## config.mk

```make
export PLATFORM = sky130hd
export DESIGN_NAME = fan_ctrl_top
export DESIGN_NICKNAME = d
export VERILOG_FILES = /design/src/rtl/fan_pkg.sv /design/src/rtl/fan_peak_tree.sv /design/src/rtl/fan_hyst.sv /design/src/rtl/fan_ctrl_top.sv
export SDC_FILE = /design/constraint.sdc
export NUM_CORES = 1
export LEC_CHECK = 0
export ABC_AREA = 1
export BUFFER_PORTS_ARGS = -buffer_cell sky130_fd_sc_hd__buf_4
export CORE_MARGIN = 5
export CORE_UTILIZATION = 36
export DETAILED_ROUTE_END_ITERATION = 8
export SYNTH_ARGS = -nofsm -noshare
export SYNTH_HDL_FRONTEND = slang
export SYNTH_SLANG_ARGS = --single-unit
```

## constraint.sdc

```tcl
create_clock -name clk_i -period 1.1 [get_ports clk_i]
set_input_delay 0.22 -clock clk_i [delete_from_list [all_inputs] [get_ports clk_i]]
set_output_delay 0.22 -clock clk_i [all_outputs]
set_load 0.01 [all_outputs]
```

## src/rtl/fan_pkg.sv

```systemverilog
package fan_pkg;
  localparam int TEMP_W = 16;
  typedef logic signed [TEMP_W-1:0] temp_t;
  localparam temp_t TEMP_MIN = {1'b1, {(TEMP_W-1){1'b0}}};
endpackage

```

## src/rtl/fan_peak_tree.sv

```systemverilog
module fan_peak_tree
  import fan_pkg::*;
#(
  parameter int N_SENS = 8
) (
  input  temp_t temp_i [N_SENS],
  output temp_t peak_o
);
  localparam int LVLS  = (N_SENS > 1) ? $clog2(N_SENS) : 1;
  localparam int LEAVES = 1 << LVLS;
  localparam int NODES  = 2 * LEAVES - 1;

  // heap layout: root 0, children 2k+1 / 2k+2, leaves from LEAVES-1
  temp_t node [NODES];

  for (genvar j = 0; j < LEAVES; j++) begin : g_leaf
    if (j < N_SENS) begin : g_real
      assign node[LEAVES-1+j] = temp_i[j];
    end else begin : g_pad
      assign node[LEAVES-1+j] = TEMP_MIN;
    end
  end

  for (genvar k = 0; k < LEAVES - 1; k++) begin : g_node
    assign node[k] = (node[2*k+1] >= node[2*k+2]) ? node[2*k+1] : node[2*k+2];
  end

  assign peak_o = node[0];
endmodule

```

## src/rtl/fan_hyst.sv

```systemverilog
module fan_hyst
  import fan_pkg::*;
#(
  parameter int ON_TEMP  = 700,
  parameter int OFF_TEMP = 600
) (
  input  logic  clk_i,
  input  logic  rst_ni,
  input  logic  valid_i,
  input  temp_t peak_i,
  output logic  fan_o,
  output temp_t peak_o,
  output logic  event_o,
  output temp_t event_temp_o
);
  localparam temp_t ON_T  = temp_t'(ON_TEMP);
  localparam temp_t OFF_T = temp_t'(OFF_TEMP);

  logic  fan_q, fan_d, evt_q;
  temp_t peak_q, evt_temp_q;

  always_comb begin
    fan_d = fan_q;
    if (valid_i) begin
      if (peak_i >= ON_T)       fan_d = 1'b1;
      else if (peak_i <= OFF_T) fan_d = 1'b0;
    end
  end

  always_ff @(posedge clk_i or negedge rst_ni) begin
    if (!rst_ni) begin
      fan_q      <= 1'b0;
      evt_q      <= 1'b0;
      peak_q     <= '0;
      evt_temp_q <= '0;
    end else begin
      fan_q <= fan_d;
      evt_q <= fan_d ^ fan_q;
      if (valid_i) peak_q <= peak_i;
      if (fan_d ^ fan_q) evt_temp_q <= peak_i;
    end
  end

  assign fan_o        = fan_q;
  assign peak_o       = peak_q;
  assign event_o      = evt_q;
  assign event_temp_o = evt_temp_q;

  assert_fan_on_R2: assert property (@(posedge clk_i) disable iff (!rst_ni)
    (valid_i && peak_i >= ON_T) |=> fan_q);
  assert_fan_off_R3: assert property (@(posedge clk_i) disable iff (!rst_ni)
    (valid_i && peak_i <= OFF_T) |=> !fan_q);
  assert_band_hold_R4: assert property (@(posedge clk_i) disable iff (!rst_ni)
    (valid_i && peak_i > OFF_T && peak_i < ON_T) |=> $stable(fan_q));
  assert_idle_stable_R6: assert property (@(posedge clk_i) disable iff (!rst_ni)
    !valid_i |=> ($stable(fan_q) && $stable(peak_q) && $stable(evt_temp_q)));
  assert_event_temp_R7: assert property (@(posedge clk_i) disable iff (!rst_ni)
    evt_q |-> (evt_temp_q == peak_q));
endmodule

```

## src/rtl/fan_ctrl_top.sv

```systemverilog
module fan_ctrl_top
  import fan_pkg::*;
#(
  parameter int N_SENS    = 8,
  parameter int ON_TEMP   = 700,
  parameter int OFF_TEMP  = 600,
  parameter int SHUT_TEMP = 750
) (
  input  logic                       clk_i,
  input  logic                       rst_ni,
  input  logic                       valid_i,
  input  logic [N_SENS*TEMP_W-1:0]   temps_i,
  output logic                       fan_on_o,
  output logic signed [TEMP_W-1:0]   peak_o,
  output logic                       event_o,
  output logic signed [TEMP_W-1:0]   event_temp_o,
  output logic                       shutdown_o
);
  localparam temp_t SHUT_T = temp_t'(SHUT_TEMP);

  temp_t temp_arr [N_SENS];
  temp_t peak_now, peak_q, evt_temp;

  for (genvar j = 0; j < N_SENS; j++) begin : g_unpack
    assign temp_arr[j] = temp_t'(temps_i[j*TEMP_W +: TEMP_W]);
  end

  fan_peak_tree #(.N_SENS(N_SENS)) u_tree (
    .temp_i (temp_arr),
    .peak_o (peak_now)
  );

  fan_hyst #(.ON_TEMP(ON_TEMP), .OFF_TEMP(OFF_TEMP)) u_hyst (
    .clk_i        (clk_i),
    .rst_ni       (rst_ni),
    .valid_i      (valid_i),
    .peak_i       (peak_now),
    .fan_o        (fan_on_o),
    .peak_o       (peak_q),
    .event_o      (event_o),
    .event_temp_o (evt_temp)
  );

  assign peak_o       = peak_q;
  assign event_temp_o = evt_temp;
  assign shutdown_o   = (peak_q >= SHUT_T);

  for (genvar j = 0; j < N_SENS; j++) begin : g_chk
    assert_peak_bound_R5: assert property (@(posedge clk_i) disable iff (!rst_ni)
      valid_i |=> (peak_o >= $past(temp_arr[j])));
  end

  assert_event_on_toggle_R7: assert property (@(posedge clk_i) disable iff (!rst_ni)
    (fan_on_o != $past(fan_on_o)) |-> event_o);
  assert_event_needs_toggle_R7: assert property (@(posedge clk_i) disable iff (!rst_ni)
    event_o |-> (fan_on_o != $past(fan_on_o)));
endmodule

```

Word level (Yosys, flattened, before mapping)
Cells that the tools add are included.

cells by class
  muxes and demuxes = 10
  order comparisons = 10
  bitwise logic cells = 1

operators by type and width
  kind                    number
  $ge A16 B16 Y1          7
  $mux W16                7
  $ge A16 B11 Y1 const B  2
  $le A16 B11 Y1 const B  1
  $mux W1                 3
  $xor A1 B1 Y1           1

word-level totals
  output and inout port bits = 35
  register bits = 34
  word-level logic and storage cells = 25

Depth between registers and ports, before layout
  word-level depth = 11
  mapped depth = 57
  mapped depth without buffers = 54

Hierarchy
From an unflattened synthesis, not the netlist that was laid out.

second synthesis, totals
  cells, all modules = 1011
  area, all modules = 6746.5 µm²

modules (own cells, without submodules)
  module         cells each  times used  seq. area each (µm²)  area an instance (µm²)
  fan_peak_tree  838         1           0.0                   5213.8
  fan_hyst       157         1           850.8                 1468.9
  fan_ctrl_top   16          1           0.0                   63.8

Least setup slack after synthesis
Ideal clock, no wire load.

  kind = in2reg
  from = input port temps_i[63]
  to = register u_hyst.evt_temp_q[0] (netlist: u_hyst.event_temp_o[0])
  stages on the path = 43
  buffers on the path = 3
  data arrival time = 5544 ps
  path slack = -4561 ps
  cell sequence = inv_1 ha_1 nand2_1 inv_1 nand2_1 nand2_1 a21oi_1 nand3_1 nand2_1 clkbuf_1 nand4_1 and2_1 ha_1 nand2_1 nor4_2 nand2_1 nand3_2 nand2_1 (+7 left out) a21oi_1 nand3_1 nand3_1 clkinv_1 clkbuf_1 nand3_1 nand2_2 nor2_1 inv_1 nor2_2 nand2_1 nand2_1 nand3_2 nand2_4 nand2_4 buf_6 nand2_1 nand2_1

on the way
  longest elaborated chain between the ends = 11
  elaborated cells between the ends (all ways) = 12

RTL lines
  element               RTL line             source
  from (decl)           fan_ctrl_top.sv:12   input logic [N_SENS*TEMP_W-1:0] temps_i,
  $ge A16 B16 Y1        fan_peak_tree.sv:25  assign node[k] = (node[2*k+1] >= node[2*k+2]) ? node[2*k+1] : node[2*k+2];
  $mux W16 *            fan_peak_tree.sv:25
  $ge A16 B16 Y1        fan_peak_tree.sv:25
  $mux W16 *            fan_peak_tree.sv:25
  $ge A16 B16 Y1        fan_peak_tree.sv:25
  $mux W16 *            fan_peak_tree.sv:25
  $le A16 B11 Y1        fan_hyst.sv:26       else if (peak_i <= OFF_T) fan_d = 1'b0;
  $mux W1               fan_hyst.sv:26
  $mux W1               fan_hyst.sv:25       if (peak_i >= ON_T) fan_d = 1'b1;
  $mux W1               fan_hyst.sv:24       if (valid_i) begin
  $xor A1 B1 Y1         fan_hyst.sv:40       if (fan_d ^ fan_q) evt_temp_q <= peak_i;
  to (signal assigned)  fan_hyst.sv:40
  to (decl)             fan_hyst.sv:20       temp_t peak_q, evt_temp_q;

Every way passes the cells marked *; elsewhere a longest branch is shown, timed or not.
A chain may end at the register's enable or synchronous reset.

Worst setup path after layout
  from = input port temps_i[63]
  to = register u_hyst.evt_temp_q[10] (netlist: u_hyst.event_temp_o[10])

Same word-level chain as after synthesis.

==> run summary <==
Run status - complete, but fails checks
Violated checks - setup timing
Number of port buffers - 165
Number of antenna-violating nets in the routed design - 0
# nets final - 1896
Worst voltage drop across the vdd grid - 2.40 mV
Worst stage delay on the critical path - 310 ps
Async set-reset flop share out of synthesis - 1.00
Achievable Freq - 167 MHz
Worst Hold Endpoint - u_hyst.fan_o$_DFF_PN0_
Reg2Reg Capture Point - u_hyst.event_temp_o[10]$_DFFE_PN0P_
Fillcell total - 1349
Mapped Avg Cell Area - 6.08 sq um
Post-synth EDFFs - 0
Register-to-Register Path Depth - 5
Total of endpoints with negative setup slack in the final report - 48
Wire length of the first global-routing pass - 41200 microns
Number of buffers created by CTS - 5
Source of the worst hold timing path - valid_i
RSZ-0062 raised after global routing - true
Number of instances in the synthesized netlist - 1078
Standard-cell rows - 49
CTS HTree Levels - 2
Worst-case clock buffer depth - 2
Multi-input gate area in the final layout - 6470 sq um
Critical path endpoint category - flop
Post-placement worst setup slack - -4950 ps
Vias/cell - 5.04
Fraction of layout cells with a size suffix above 1 - 0.541
Number of cells on the worst hold path - 3
Final RePlAce weighted congestion - 0.973
Vias in the first global route - 8594
Post-detailed-placement half-perimeter wirelength - 21900 microns
Die outline area - 21000 sq um
Max transition margin - 0.716
Post-route fraction of the period consumed by the critical path - 5.45
Startpoint kind of the worst setup timing path - input port
Crit-path max FO - 8
Worst Skew - 4.10 ps
Worst hold-check path type - in -> reg
Overall fraction of global-route tracks in use - 0.228
DRT Wirelength - 29100 microns
Depth of the critical timing path with buffers and inverters included - 44
IO Count - 166
Area of all sequential standard cells - 852 sq um
Clock-pin slew of the registers on the worst-case setup and hold paths - 50 ps
Sequential share of the synthesized area - 0.130
Horizontal extent of the die - 145 microns
Pre-Repair DR Iteration Count - 6
Total vias in the final route - 9486
Dominant synthesized flop cell - dfrtp_1
Count of inserted antenna diode cells - 0
Buffers and inverters on the worst path - 7
DRC violation count after routing - 0
Slowest cell on the critical path - a21oi_2
Most instantiated library cell after synthesis - nand2_1
Die extent in y - 145 microns
Sinks on the clock net - 34
Total placed instance area - 11300 sq um
Max Cap Violations - 0
Final core area utilization - 0.737
Pin count of the biggest net entering global routing - 35
Required time worst endpoint - 1270 ps
Antenna violations before repair - 0
Violation count after the first detailed-route iteration - 574
Cell area after layout - 13200 sq um
Most used cell along the critical path - nand2_1
Wire per inst - 15.5 microns
Synthesis warning total - 0
Power density over the cells - 2780 nW/um^2
Minimum setup slack among reg-to-reg paths - 70 ps
Beginning of the worst register-to-register path - u_hyst.fan_o$_DFF_PN0_
Largest cells by area after synthesis - ha_1, nand2_1, dfrtp_1
Core Footprint - 18000 sq um
Post-layout min period - 5990 ps
Combined area of all synthesized cells - 6550 sq um
Clock latency at the later pin of the worst-skew pair - 280 ps
Leakage power of the design - 7.23 nW
Number of synthesized register bits - 34
Least-Margin Pin Slew - 426 ps
TritonCTS clock tree - built
Gr ovfl total - 0
Fin. Hold Viols - 0
Dominant delay contributor by cell family on the critical path - simple AND/OR/NAND/NOR gates
Total negative setup slack - -154130 ps
Net Count, Synth - 1321
CP Data Arrival Time - 6160 ps
Worst setup margin - -4890 ps
P&R area growth vs syn - 102%
Number of distinct library cells after synthesis - 35
Root Driver - clkbuf_16
Worst setup path category - in -> reg
List of most frequent post-synthesis cells - nand2_1, inv_1, nand3_1, ha_1, a21oi_1
Initial core utilization - 0.365
Total count of max-transition violations in the final report - 0
Top cell type by total area after synthesis - ha_1
Area share of the largest cell type after synthesis - 0.214
## registers in the layout, summed over array words and instances (netlist names)
register,count
u_hyst.peak_o,16
u_hyst.event_o,1
u_hyst.event_temp_o,16
u_hyst.fan_o,1
## layout by cell type (no fill, tap or decap), types with 4 or more instances in the layout
cell and instances:
o21bai_1 4, a21oi_1 26, clkbuf_16 9, o21ai_2 11
inv_4 5, buf_8 4, nand2_2 64, nand4_1 42
inv_1 143, a21oi_2 19, inv_8 4, nor2_4 13
nand2_4 19, o21ai_1 9, nand2_1 292, and2_1 9
nand3_4 25, inv_2 15, nor2_1 29, nand3_1 78
ha_4 38, dfrtp_1 33, buf_12 4, and2_4 10
ha_1 74, buf_4 522, nand3_2 45, buf_6 57
nor2_2 12, a31oi_1 6, nand4_4 4
## routing by layer
| layer | track usage | share of wire |
|---|---|---|
| met5 | 0 | 0 |
| met2 | 0.386 | 0.49 |
| met1 | 0.317 | 0.42 |
| met3 | 0.0240 | 0.059 |
| met4 | 0.0443 | 0.027 |
## area by class of cell
cell class,instances,area share
Timing Repair inverter,1,0.000661
Inverter,167,0.0505
Tap cell,229,0.0216
Multi-Input combinational cell,852,0.488
Sequential cell,34,0.0643
Clock inverter,1,0.000378
Timing Repair Buffer,592,0.363
Clock buffer,7,0.0108
## where the power goes
group / switching, mW / internal (mW) / leakage [nW]
sequential: 0.439 / 1.99 / 0.406
clock: 0.489 / 0.896 / 0.0739
combinational: 16.9 / 16.1 / 6.75
## timing repair
item,CTS,global route
setup buffers,7,39
cloned,2,7
hold endpoints to repair,34,0
pin swaps,11,82
resized for setup,51,260
hold buffers,1,0
endpoints found under the setup margin,49,49
## how the worst max path moves through the flow
stage,from,endpoint
floorplan,temps_i[63],u_hyst.event_temp_o[0]$_DFFE_PN0P_
global placement,temps_i[61],u_hyst.event_temp_o[10]$_DFFE_PN0P_
detailed placement,temps_i[63],u_hyst.event_temp_o[2]$_DFFE_PN0P_
CTS,temps_i[63],u_hyst.event_temp_o[3]$_DFFE_PN0P_
global route,temps_i[54],u_hyst.event_temp_o[10]$_DFFE_PN0P_
finish,temps_i[63],u_hyst.event_temp_o[10]$_DFFE_PN0P_
## stage by stage
stage / total power [mW] / cells / hold slack, ps
after floorplan: 14.4 / 1078 / -75.6
after global placement: 25.0 / 1827 / 186
after detailed placement: 25.3 / 1827 / 189
after CTS: 28.2 / 1845 / 286
after global routing: 39.1 / 1883 / 296
final: 36.8 / 1883 / 295
## worst register-to-register path: cells and delay by family (launching register included)
kind | cells | cell delay, ps
AND/OR/NAND/NOR | 3 | 220
buffers and inverters | 2 | 270
flip-flops | 1 | 440
## cells by family after synthesis
family | synth area share
DFF | 0.130
and+or+nand+nor | 0.461
buffers and inverters | 0.120
AOI/OAI and AO/OA | 0.0754
adders and majority gates | 0.214
No activity file was read; power rests on OpenSTA's default activity.
